===== config.mk =====
export PLATFORM = sky130hd
export DESIGN_NAME = pwm_quad
export DESIGN_NICKNAME = d
export VERILOG_FILES = /design/src/rtl/pwm_quad_pkg.sv /design/src/rtl/pwm_quad_regs.sv /design/src/rtl/pwm_quad_timebase.sv /design/src/rtl/pwm_quad_chan.sv /design/src/rtl/pwm_quad.sv
export SDC_FILE = /design/constraint.sdc
export NUM_CORES = 1
export LEC_CHECK = 0
export ABC_CLOCK_PERIOD_IN_PS = 7900
export BUFFER_PORTS_ARGS = -buffer_cell sky130_fd_sc_hd__buf_2
export CAP_MARGIN = 30
export CORE_ASPECT_RATIO = 0.9
export CORE_MARGIN = 2
export CORE_UTILIZATION = 25
export DETAILED_ROUTE_END_ITERATION = 10
export HOLD_SLACK_MARGIN = 0.03
export REMOVE_ABC_BUFFERS = 1
export SYNTH_ARGS = -nofsm -noshare
export SYNTH_HDL_FRONTEND = slang
export SYNTH_HIERARCHICAL = 1
export SYNTH_SLANG_ARGS = --single-unit

===== constraint.sdc =====
create_clock -name clk -period 7.9 [get_ports clk]
set_input_delay 0 -clock clk [delete_from_list [all_inputs] [get_ports clk]]
set_output_delay 0 -clock clk [all_outputs]
set_load 0.005 [all_outputs]

===== src/rtl/pwm_quad_pkg.sv =====
package pwm_quad_pkg;
    parameter int NCH     = 4;
    parameter int NGEN    = 4;
    parameter int PER_W   = 16;
    parameter int DUTY_W  = 8;
    parameter int ADDR_W  = 4;
    parameter int DATA_W  = 32;
    localparam int SEL_W   = $clog2(NGEN);
    localparam int FRC_LSB = 8;
    localparam int A_CTRL  = 0;
    localparam int A_CSRC  = 1;
    localparam int A_PER0  = 2;
    localparam int A_DUTY0 = A_PER0 + NGEN;

    typedef struct packed {
        logic [NCH-1:0]                 en;
        logic [NCH-1:0]                 frc;
        logic [NCH-1:0]                 csrc;
        logic [NGEN-1:0][PER_W-1:0]     per;
        logic [NCH-1:0][DUTY_W-1:0]     duty;
        logic [NCH-1:0][SEL_W-1:0]      sel;
    } regs_t;

    typedef struct packed {
        logic [PER_W-1:0]  act;
        logic [PER_W-1:0]  presc;
        logic [DUTY_W-1:0] phase;
    } gen_t;

    typedef struct packed {
        logic [DUTY_W-1:0] duty;
        logic [SEL_W-1:0]  sel;
    } chan_t;
endpackage


===== src/rtl/pwm_quad_regs.sv =====
module pwm_quad_regs
    import pwm_quad_pkg::*;
(
    input  logic              clk,
    input  logic              rst_n,
    input  logic [ADDR_W-1:0] bus_addr,
    input  logic [DATA_W-1:0] bus_wdata,
    input  logic              bus_we,
    output logic [DATA_W-1:0] bus_rdata,
    output regs_t             regs
);
    regs_t r_d, r_q;

    always_comb begin
        r_d       = r_q;
        bus_rdata = '0;
        if (bus_addr == ADDR_W'(A_CTRL)) begin
            bus_rdata[NCH-1:0]         = r_q.en;
            bus_rdata[FRC_LSB +: NCH]  = r_q.frc;
            if (bus_we) begin
                r_d.en  = bus_wdata[NCH-1:0];
                r_d.frc = bus_wdata[FRC_LSB +: NCH];
            end
        end
        if (bus_addr == ADDR_W'(A_CSRC)) begin
            bus_rdata[NCH-1:0] = r_q.csrc;
            if (bus_we) r_d.csrc = bus_wdata[NCH-1:0];
        end
        for (int g = 0; g < NGEN; g++) begin
            if (bus_addr == ADDR_W'(A_PER0 + g)) begin
                bus_rdata[PER_W-1:0] = r_q.per[g];
                if (bus_we) r_d.per[g] = bus_wdata[PER_W-1:0];
            end
        end
        for (int n = 0; n < NCH; n++) begin
            if (bus_addr == ADDR_W'(A_DUTY0 + n)) begin
                bus_rdata[DUTY_W-1:0]      = r_q.duty[n];
                bus_rdata[DUTY_W +: SEL_W] = r_q.sel[n];
                if (bus_we) begin
                    r_d.duty[n] = bus_wdata[DUTY_W-1:0];
                    r_d.sel[n]  = bus_wdata[DUTY_W +: SEL_W];
                end
            end
        end
    end

    always_ff @(posedge clk) begin
        if (!rst_n) begin
            r_q      <= '0;
            r_q.csrc <= '1;
        end else begin
            r_q <= r_d;
        end
    end

    assign regs = r_q;
endmodule


===== src/rtl/pwm_quad_timebase.sv =====
module pwm_quad_timebase
    import pwm_quad_pkg::*;
(
    input  logic              clk,
    input  logic              rst_n,
    input  logic [PER_W-1:0]  per_cfg,
    output logic [DUTY_W-1:0] phase,
    output logic              tick,
    output logic              wrap,
    output logic              idle
);
    gen_t s_d, s_q;

    always_comb begin
        s_d   = s_q;
        idle  = (s_q.act == '0);
        tick  = !idle && (s_q.presc == s_q.act - 1'b1);
        wrap  = idle || (tick && (s_q.phase == '1));
        if (wrap) begin
            s_d.act   = per_cfg;
            s_d.presc = '0;
            s_d.phase = '0;
        end else if (tick) begin
            s_d.presc = '0;
            s_d.phase = s_q.phase + 1'b1;
        end else begin
            s_d.presc = s_q.presc + 1'b1;
        end
    end

    always_ff @(posedge clk) begin
        if (!rst_n) s_q <= '0;
        else        s_q <= s_d;
    end

    assign phase = s_q.phase;
endmodule


===== src/rtl/pwm_quad_chan.sv =====
module pwm_quad_chan
    import pwm_quad_pkg::*;
(
    input  logic                        clk,
    input  logic                        rst_n,
    input  logic                        en,
    input  logic                        frc,
    input  logic [DUTY_W-1:0]           duty_cfg,
    input  logic [SEL_W-1:0]            sel_cfg,
    input  logic [NGEN-1:0][DUTY_W-1:0] gen_phase,
    input  logic [NGEN-1:0]             gen_wrap,
    input  logic [NGEN-1:0]             gen_idle,
    output logic                        out
);
    chan_t c_d, c_q;

    always_comb begin
        c_d = c_q;
        if (gen_wrap[c_q.sel]) begin
            c_d.duty = duty_cfg;
            c_d.sel  = sel_cfg;
        end
        out = en && (frc || (!gen_idle[c_q.sel] &&
                             (gen_phase[c_q.sel] < c_q.duty)));
    end

    always_ff @(posedge clk) begin
        if (!rst_n) c_q <= '0;
        else        c_q <= c_d;
    end
endmodule


===== src/rtl/pwm_quad.sv =====
module pwm_quad
    import pwm_quad_pkg::*;
(
    input  logic              clk,
    input  logic              rst_n,
    input  logic [ADDR_W-1:0] bus_addr,
    input  logic [DATA_W-1:0] bus_wdata,
    input  logic              bus_we,
    output logic [DATA_W-1:0] bus_rdata,
    output logic [NCH-1:0]    pwm_out
);
    regs_t                       regs;
    logic [NGEN-1:0][DUTY_W-1:0] gen_phase;
    logic [NGEN-1:0]             gen_tick;
    logic [NGEN-1:0]             gen_wrap;
    logic [NGEN-1:0]             gen_idle;

    pwm_quad_regs u_regs (
        .clk       (clk),
        .rst_n     (rst_n),
        .bus_addr  (bus_addr),
        .bus_wdata (bus_wdata),
        .bus_we    (bus_we),
        .bus_rdata (bus_rdata),
        .regs      (regs)
    );

    for (genvar g = 0; g < NGEN; g++) begin : g_gen
        pwm_quad_timebase u_tb (
            .clk     (clk),
            .rst_n   (rst_n),
            .per_cfg (regs.per[g]),
            .phase   (gen_phase[g]),
            .tick    (gen_tick[g]),
            .wrap    (gen_wrap[g]),
            .idle    (gen_idle[g])
        );
    end

    for (genvar n = 0; n < NCH; n++) begin : g_ch
        pwm_quad_chan u_ch (
            .clk       (clk),
            .rst_n     (rst_n),
            .en        (regs.en[n]),
            .frc       (regs.frc[n]),
            .duty_cfg  (regs.duty[n]),
            .sel_cfg   (regs.sel[n]),
            .gen_phase (gen_phase),
            .gen_wrap  (gen_wrap),
            .gen_idle  (gen_idle),
            .out       (pwm_out[n])
        );
    end
endmodule


Word-level counts from Yosys, hierarchy flattened

Index checks and enable logic that the tools add are counted.
Widths: inputs -> output; s select.

Register bits: 316
Bits in latches: 0
RAM bits: 0
ROM bits: 0
Input port bits: 39
Output and inout bits: 36
Logic and storage cells: 163
Memories: 0

Add/subtract/negate cells: 12
Multiply operators: 0
Div/mod/pow operators: 0
Magnitude comparators: 8
Equal/unequal tests: 17
Shift operators: 0
Mux-type cells: 35
Bitwise logic cells: 1
Reductions and logical operators: 55

Operator list:

| operator              | number |
|---|---|
| $add 16x1->16 const B | 4 |
| $bmux 8 s2            | 4 |
| $eq 16x16->1          | 4 |
| $logic_not 16->1      | 4 |
| $mux 16               | 4 |
| $sub 16x1->16 const B | 4 |
| $mux 10               | 4 |
| $add 8x1->8 const B   | 4 |
| $eq 8x8->1 const B    | 4 |
| $lt 8x8->1            | 4 |
| $mux 8                | 4 |
| $reduce_and 2->1      | 10 |
| $bmux 1 s2            | 8 |
| $eq 4x3->1 const B    | 4 |
| $logic_and 1x1->1     | 16 |
| $lt 2x3->1 const B    | 4 |
| $mux 4                | 3 |
| $reduce_or 3->1       | 4 |
| $eq 4x2->1 const B    | 2 |
| $eq 4x4->1 const B    | 2 |
| $logic_not 1->1       | 8 |
| $logic_or 1x1->1      | 8 |
| $mux 1                | 8 |
| $reduce_or 2->1       | 4 |
| 3 further kinds       | 3 |

Longest topological paths before layout

Gate-level depths: netlist of the first run.

Depth in word-level cells: 11
Gate-level depth with buffers: 17

Cells and area by module

The synthesis of the first run kept the hierarchy.

By module, submodules not included:

| module                                | times used | cells an instance | area an instance (um^2) | seq. area each (um^2) |
|---|---|---|---|---|
| pwm_quad_timebase (g_gen[0].u_tb ...) | 3          | 304               | 2441.1                  | 800.8 |
| pwm_quad_regs                         | 1          | 674               | 5746.8                  | 2322.2 |
| pwm_quad_chan                         | 4          | 77                | 832.0                   | 200.2 |
| pwm_quad_timebase (g_gen[3].u_tb)     | 1          | 291               | 2427.3                  | 800.8 |

Worst setup path before layout of the first run

No wires, ideal clock.

Kind: reg2reg
From: reg g_gen[3].u_tb/s_q[24] in the netlist's numbering
To: reg g_ch[0].u_ch/c_q[0] in the netlist's numbering
Library setup time: 116 ps
Arrival: 3303 ps
Data required time: 7784 ps
Path slack: 4480 ps
Cell stages (with the launch flop): 17
Path buffers: 4
Cells stage by stage: dfxtp_1 -> inv_1 -> ha_1 -> or3b_1 -> buf_2 -> a2111oi_0 -> o31a_1 -> o211ai_1 -> or4_1 -> buf_6 -> buf_8 -> nand2_1 -> mux2i_1 -> a21oi_1 -> buf_6 -> mux2i_1 -> nor2b_1

Word-level cells in the longest chain between the ends: 7
Elaborated cells between the ends (all ways): 9
Classes of those cells: add/sub (1); eq/ne (1); mux (2); reduce/logical (5)

Ends and longest elaborated chain:

| what                                                     | RTL line                                         | text |
|---|---|---|
| from (decl)                                              | pwm_quad_timebase.sv:12                          | `gen_t s_d, s_q;` |
| from (signal assigned)                                   | pwm_quad_timebase.sv:32                          | `if (!rst_n) s_q <= '0;` |
| from (signal assigned)                                   | pwm_quad_timebase.sv:33                          | `else s_q <= s_d;` |
| $sub 16x1->16 / $logic_not 16->1 (equally long branches) | pwm_quad_timebase.sv:17, pwm_quad_timebase.sv:16 |  |
| $eq 16x16->1 / $logic_not 1->1 (equally long branches)   | pwm_quad_timebase.sv:17                          | `tick = !idle && (s_q.presc == s_q.act - 1'b1);` |
| $logic_and 1x1->1                                        | pwm_quad_timebase.sv:17                          |  |
| $logic_and 1x1->1                                        | pwm_quad_timebase.sv:18                          | `wrap = idle \|\| (tick && (s_q.phase == '1));` |
| $logic_or 1x1->1 (*)                                     | pwm_quad_timebase.sv:18                          |  |
| named net gen_wrap[3]                                    | pwm_quad.sv:15                                   | `logic [NGEN-1:0] gen_wrap;` |
| $bmux 1 s2 (*)                                           | pwm_quad_chan.sv:19                              | `if (gen_wrap[c_q.sel]) begin` |
| $mux 1 (implied by the code) (*)                         | pwm_quad_chan.sv:19                              |  |
| to (signal assigned)                                     | pwm_quad_chan.sv:28                              | `if (!rst_n) c_q <= '0;` |
| to (signal assigned)                                     | pwm_quad_chan.sv:29                              | `else c_q <= c_d;` |
| to (decl)                                                | pwm_quad_chan.sv:15                              | `chan_t c_d, c_q;` |

Mark *: on every way through the listed nets, which the timed path passes. The rest lies on a longest branch. The select of a mux whose other input is x is not followed.
A chain may end at the register's enable or synchronous reset.

Final worst setup path of the first run

From: reg g_gen[1].u_tb/s_q[24] in the netlist's numbering
To: reg g_ch[0].u_ch/c_q[0] in the netlist's numbering

Word-level cells in the longest chain between the ends: 7
Elaborated cells between the ends (all ways): 9
Classes of those cells: add/sub (1); eq/ne (1); mux (2); reduce/logical (5)

Ends and longest elaborated chain:

| what                                                     | RTL line |
|---|---|
| from (decl)                                              | pwm_quad_timebase.sv:12 |
| from (signal assigned)                                   | pwm_quad_timebase.sv:32 |
| from (signal assigned)                                   | pwm_quad_timebase.sv:33 |
| $sub 16x1->16 / $logic_not 16->1 (equally long branches) | pwm_quad_timebase.sv:17, pwm_quad_timebase.sv:16 |
| $eq 16x16->1 / $logic_not 1->1 (equally long branches)   | pwm_quad_timebase.sv:17 |
| $logic_and 1x1->1                                        | pwm_quad_timebase.sv:17 |
| $logic_and 1x1->1                                        | pwm_quad_timebase.sv:18 |
| $logic_or 1x1->1 (*)                                     | pwm_quad_timebase.sv:18 |
| named net gen_wrap[1]                                    | pwm_quad.sv:15 |
| $bmux 1 s2 (*)                                           | pwm_quad_chan.sv:19 |
| $mux 1 (implied by the code) (*)                         | pwm_quad_chan.sv:19 |

Marks and branches as above.

==> results.yml, run 1 <==
floorplan:
  rows: 95
  die_h_um: 264
  coreArea_sq_um: 74500
  die_width_um: 293
  die_area_sq_um: 77500
  io_pins: 75
  initial_core_util_pct: 25.2
power_and_ir_drop:
  power_leakage_nw: 7.30
  ir_worst_vdd_mv: 0.139
  power.density_nw_per_um2: 183
clocking:
  cts.repair.resized: 0
  post_cts_buffers: 0
  cts_inserted_buffers: 39
  cts.sinks: 316
  cts_buffer_depth: 3
  cts_tree: "done"
  clock_latency_ns: 0.59
  cts_hold_buf: 18
  path_clk_slew_ns: 0.06
  root_buffer: "clkbuf_16"
  h-tree-depth: 2
grt:
  grt_max_degree: 210
  grt_usage_pct: 13.5
  grt_pass1_vias: 14200
  grt_antenna_before_repair: 1
  grt_pass1_wl_um: 83600
  gr-total-overflow: 0
worst_hold_path:
  min_path_cells: 4
  min_path_type: "input port to flip-flop"
  hold_start: "bus_wdata[15]"
  hold_path_end: "u_regs/regs[71]"
final_layout:
  design_area_sq_um: 20700
  final_common_cell: "nand2_1"
  fin_cells: 3117
  regArea_sq_um: 6330
  area_delta_synth_final_pct: 10.0
  drive_above_1_share_pct: 9.73
  diodes: 0
  fillers: 7909
  final_cell_mix: "nand2_1 (324), dfxtp_1 (316), mux2i_1 (154)"
  final_nets: 2198
  multi_input_area_sq_um: 11100
drt:
  vias_per_cell: 4.95
  vias: 15400
  firstDrtPassIters: 5
  ant_nets: 0
  wl_um: 53700
  wl_per_cell_um: 17.2
  drc_errors: 0
  drt-initial-drc-count: 1252
worst_setup_path:
  ff2ff_path_depth: 14
  required_ns: 8.35
  crit_type: "flip-flop to flip-flop"
  r2r_end: "g_ch[0].u_ch/c_q[0]"
  critPathLaunch: "g_gen[1].u_tb/s_q[24]"
  end_kind: "flip-flop"
  r2r_slack_ns: 3.33
  timing.rr.start: "g_gen[1].u_tb/s_q[24]"
  worstPathMaxFanout: 18
  crit_arrival_ns: 5.02
  start_kind: "flip-flop"
sta:
  drv_slew: 0
  finalClockSkew_ns: 0.0353
  setup_ws_ns: 3.33
  rsz0062_at_grt: "false"
  max_slew.worst_pin.slew_ns: 1.06
  relSlewSlack_pct: 28.7
  tns_ns: 0
  finalHoldViolations: 0
  min_period_over_period_pct: 57.8
  min_period_ns: 4.57
  max_freq_mhz: 219
  setup_violations: 0
placement:
  dpl_cell_area_sq_um: 19200
  hpwlAfterDp_um: 38400
  dp_slack_ns: 3.42
  placedCellCount: 3030
  port_buffers: 42
  place_congestion: 0.862
outcome:
  status: "completed"
job:
  cap_violations: 0
synth:
  synthesis.area_sq_um: 18800
  avgSynthCellArea_sq_um: 8.62
  netlist_instances: 2182
  yosys_warnings: 6
## how the worst max path moves through the flow
stage,cells after the start,end
after floorplan,12,g_ch[0].u_ch/c_q[1]
after global routing,14,g_ch[1].u_ch/c_q[0]
final,14,g_ch[0].u_ch/c_q[0]
after detailed placement,14,g_ch[0].u_ch/c_q[0]
after global placement,13,g_ch[2].u_ch/c_q[1]
after CTS,14,g_ch[0].u_ch/c_q[0]
## where the power goes
group / internal, W / switching (W) / total (W)
clock: 0.00106 / 0.000758 / 0.00182
combinational: 0.000126 / 0.000199 / 0.000325
sequential: 0.00161 / 0.0000261 / 0.00164
## registers in the layout (all words and copies together), names as in the netlist
name	flops
g_gen.u_tb/phase	32
u_regs/regs	116
g_ch.u_ch/c_q	40
g_gen.u_tb/s_q	128
## per-layer routing
metal	global-route usage, %	up-vias	wire length, um
li1	-	7517	-
met1	20.2	7411	26600
met2	19.6	414	22700
met3	1.99	77	3010
met4	4.66	2	1380
met5	0	-	11
## layout make-up
type                    instances  share of cell area (%)
clock inverters                18                   0.925
clock buffers                  51                    5.37
repair buffers                 73                    2.45
inverters                      71                    1.29
flip-flops and latches        316                    30.6
well taps                     970                    5.87
multi-input cells            1618                    53.5
## critical path, stage by stage (launching register included)
cell,delay (ns)
dfxtp_1,0.49
inv_1,0.08
ha_1,0.35
o21bai_1,0.22
a31oi_1,0.19
nor3_1,0.07
o32ai_1,0.51
nand2_1,0.49
or4_1,0.59
nand2_1,0.27
a211oi_2,0.14
a21oi_1,0.52
buf_4,0.28
mux2i_1,0.19
nor2b_1,0.06
## per-stage QoR
step | power (W) | hold WS, ns | utilization (%)
after floorplan | 0.00185 | 0.0276 | -
final | 0.00378 | 0.292 | 27.8
after global placement | 0.00198 | 0.288 | 25.7
after detailed placement | 0.00198 | 0.292 | 25.8
after global routing | 0.00391 | 0.296 | 27.8
after CTS | 0.00383 | 0.263 | 27.8
Note: power is estimated with default switching activity, not from simulation.
==> run 2, diff against run 1 <==
--- a/config.mk
+++ b/config.mk
@@ -5,7 +5,7 @@
 export SDC_FILE = /design/constraint.sdc
 export NUM_CORES = 1
 export LEC_CHECK = 0
-export ABC_CLOCK_PERIOD_IN_PS = 7900
+export ABC_CLOCK_PERIOD_IN_PS = 4200
 export BUFFER_PORTS_ARGS = -buffer_cell sky130_fd_sc_hd__buf_2
 export CAP_MARGIN = 30
 export CORE_ASPECT_RATIO = 0.9
==> constraint.sdc (replaced) <==
create_clock -name clk -period 4.2 [get_ports clk]
set_input_delay 0 -clock clk [delete_from_list [all_inputs] [get_ports clk]]
set_output_delay 0 -clock clk [all_outputs]
set_load 0.005 [all_outputs]
==> run 2 against run 1 <==
Effect of this change: register-to-register slack lost 2.9 ns; global-route usage up 0.18 points; count of clock-buffer cells in the layout grew 9; utilization up 0.099 points; routed wire length rose by 0.28%; via count up 0.16%; total power increased by 84%; critical path depth down 1; clock skew shrank 0.0080 ns; worst setup slack worse by 2.9 ns; sequential share of layout area decreased by 0.11 points.
==> results.yml, run 2 (synthesis results as in run 1) <==
sta:
  finalHoldViolations: 0
  min_period_ns: 3.79
  finalClockSkew_ns: 0.0273
  max_freq_mhz: 264
  max_slew.worst_pin.slew_ns: 1.04
  relSlewSlack_pct: 30.5
  min_period_over_period_pct: 90.4
  setup_violations: 0
  tns_ns: 0
  drv_slew: 0
  rsz0062_at_grt: "false"
job:
  cap_violations: 0
final_layout:
  largest_reg_flops: 128
  fillers: 7879
  top_register: "g_gen.u_tb/s_q"
  fin_cells: 3139
  design_area_sq_um: 20800
  final_nets: 2218
  final_cell_mix: "nand2_1 (324), dfxtp_1 (316), mux2i_1 (154)"
  drive_above_1_share_pct: 10.1
  post-route-util_pct: 27.9
  area_delta_synth_final_pct: 10.4
  final_common_cell: "nand2_1"
grt:
  top_usage_layer: "met1"
  use_met3_pct: 2.21
  grt_max_degree: 134
  grt_pass1_vias: 14400
  gr-total-overflow: 0
  grt_pass1_wl_um: 84700
  grt_usage_pct: 13.7
  globalRouteMet1Util_pct: 20.4
  met2_usage_pct: 20.0
  grt_antenna_before_repair: 1
clocking:
  h-tree-depth: 2
  cts_tree: "done"
  clock_latency_ns: 0.57
  path_clk_slew_ns: 0.06
  root_buffer: "clkbuf_16"
  cts.sinks: 316
  cts_buffer_depth: 3
  cts.repair.resized: 0
  cts_inserted_buffers: 39
floorplan:
  io_pins: 75
  initial_core_util_pct: 25.2
  coreArea_sq_um: 74500
  die_width_um: 293
  rows: 95
  die_h_um: 264
  die_area_sq_um: 77500
power_and_ir_drop:
  power.density_nw_per_um2: 334
  ir_worst_vdd_mv: 0.244
  power_leakage_nw: 7.36
worst_setup_path:
  crit_type: "flip-flop to flip-flop"
  critical_path.max_stage_delay_ns: 0.69
  start_kind: "flip-flop"
  crit_arrival_ns: 4.23
  end_kind: "flip-flop"
  r2r_slack_ns: 0.41
  required_ns: 4.64
  worstPathMaxFanout: 10
  cpMaxStageDelayCell: "or4_1"
  path_common_cell: "mux2i_1"
  path_cells: "inv_1, ha_1, or3b_1, a2111oi_0, o31a_1, o211ai_1, or4_1, nand2_1, mux2i_1, a21oi_1, buf_4, mux2i_1, nor2b_1"
outcome:
  status: "completed"
drt:
  wl_um: 53900
  drc_errors: 0
  firstDrtPassIters: 5
  vias: 15400
  vias_per_cell: 4.92
  wl_per_cell_um: 17.2
  ant_nets: 0
  drt-initial-drc-count: 1259
placement:
  hpwlAfterDp_um: 39100
  dpl_cell_area_sq_um: 19400
  place_congestion: 0.850
  port_buffers: 42
  placedCellCount: 3049
worst_hold_path:
  min_path_type: "input port to flip-flop"
[run 2: area by class of cell]
cell class / instances / area [sq um] / area share, %
multi-input combinational: 1618 / 11100 / 53.3
sequential: 316 / 6330 / 30.5
tap: 970 / 1210 / 5.84
clock buffer: 60 / 1160 / 5.57
timing repair buffer: 93 / 659 / 3.18
inverter: 71 / 267 / 1.28
clock inverter: 9 / 62.6 / 0.301
antenna: 2 / 5.00 / 0.0241
[run 2: layer usage]
metal  vias up  part of all wire [%]
met4         2                   2.6
met2       472                    42
met3        87                   7.0
met1      7331                    49
li1       7554                     -
met5         -                 0.013
[run 2: path summary, 6_finish.rpt]
kind                               from                  end  cells after the start
setup / recovery  g_gen[3].u_tb/s_q[24]  g_ch[3].u_ch/c_q[0]                     13
hold / removal            bus_wdata[14]      u_regs/regs[54]                      4
setup reg to reg  g_gen[3].u_tb/s_q[24]  g_ch[3].u_ch/c_q[0]                     13
hold reg to reg         u_regs/regs[63]      u_regs/regs[63]                      2
[run 2: where the power goes]
| part | switching (W) | internal, W | total [W] | leakage (nW) |
|---|---|---|---|---|
| registers | 0.0000487 | 0.00303 | 0.00308 | 2.55 |
| clock network | 0.00135 | 0.00190 | 0.00325 | 0.600 |
| logic | 0.000374 | 0.000242 | 0.000616 | 4.21 |
[run 2: timing repair]
action / 4_1_cts / 5_1_grt
endpoints found under the hold margin: 158 / 0
hold buffers: 19 / 0
setup buffers: 0 / 0
endpoints found under the setup margin: 0 / 0
[run 2: worst max-delay path: cells and delay by family, from the launching register on]
| kind | cells | cell delay (ns) |
|---|---|---|
| muxes | 2 | 0.30 |
| AOI/OAI and AO/OA | 4 | 1.01 |
| adders and majority gates | 1 | 0.18 |
| DFF | 1 | 0.38 |
| and+or+nand+nor | 4 | 1.45 |
| buffers and inverters | 2 | 0.32 |
[run 2: per-stage QoR]
| step | hold WS [ns] | worst slack [ns] | total power (W) |
|---|---|---|---|
| finish | 0.293 | 0.405 | 0.00694 |
| global route | 0.322 | 0.127 | 0.00720 |
| CTS | 0.267 | 0.449 | 0.00703 |
| detailed placement | 0.294 | 0.496 | 0.00374 |
| global placement | 0.286 | 0.553 | 0.00374 |
| floorplan | 0.0276 | 0.191 | 0.00348 |
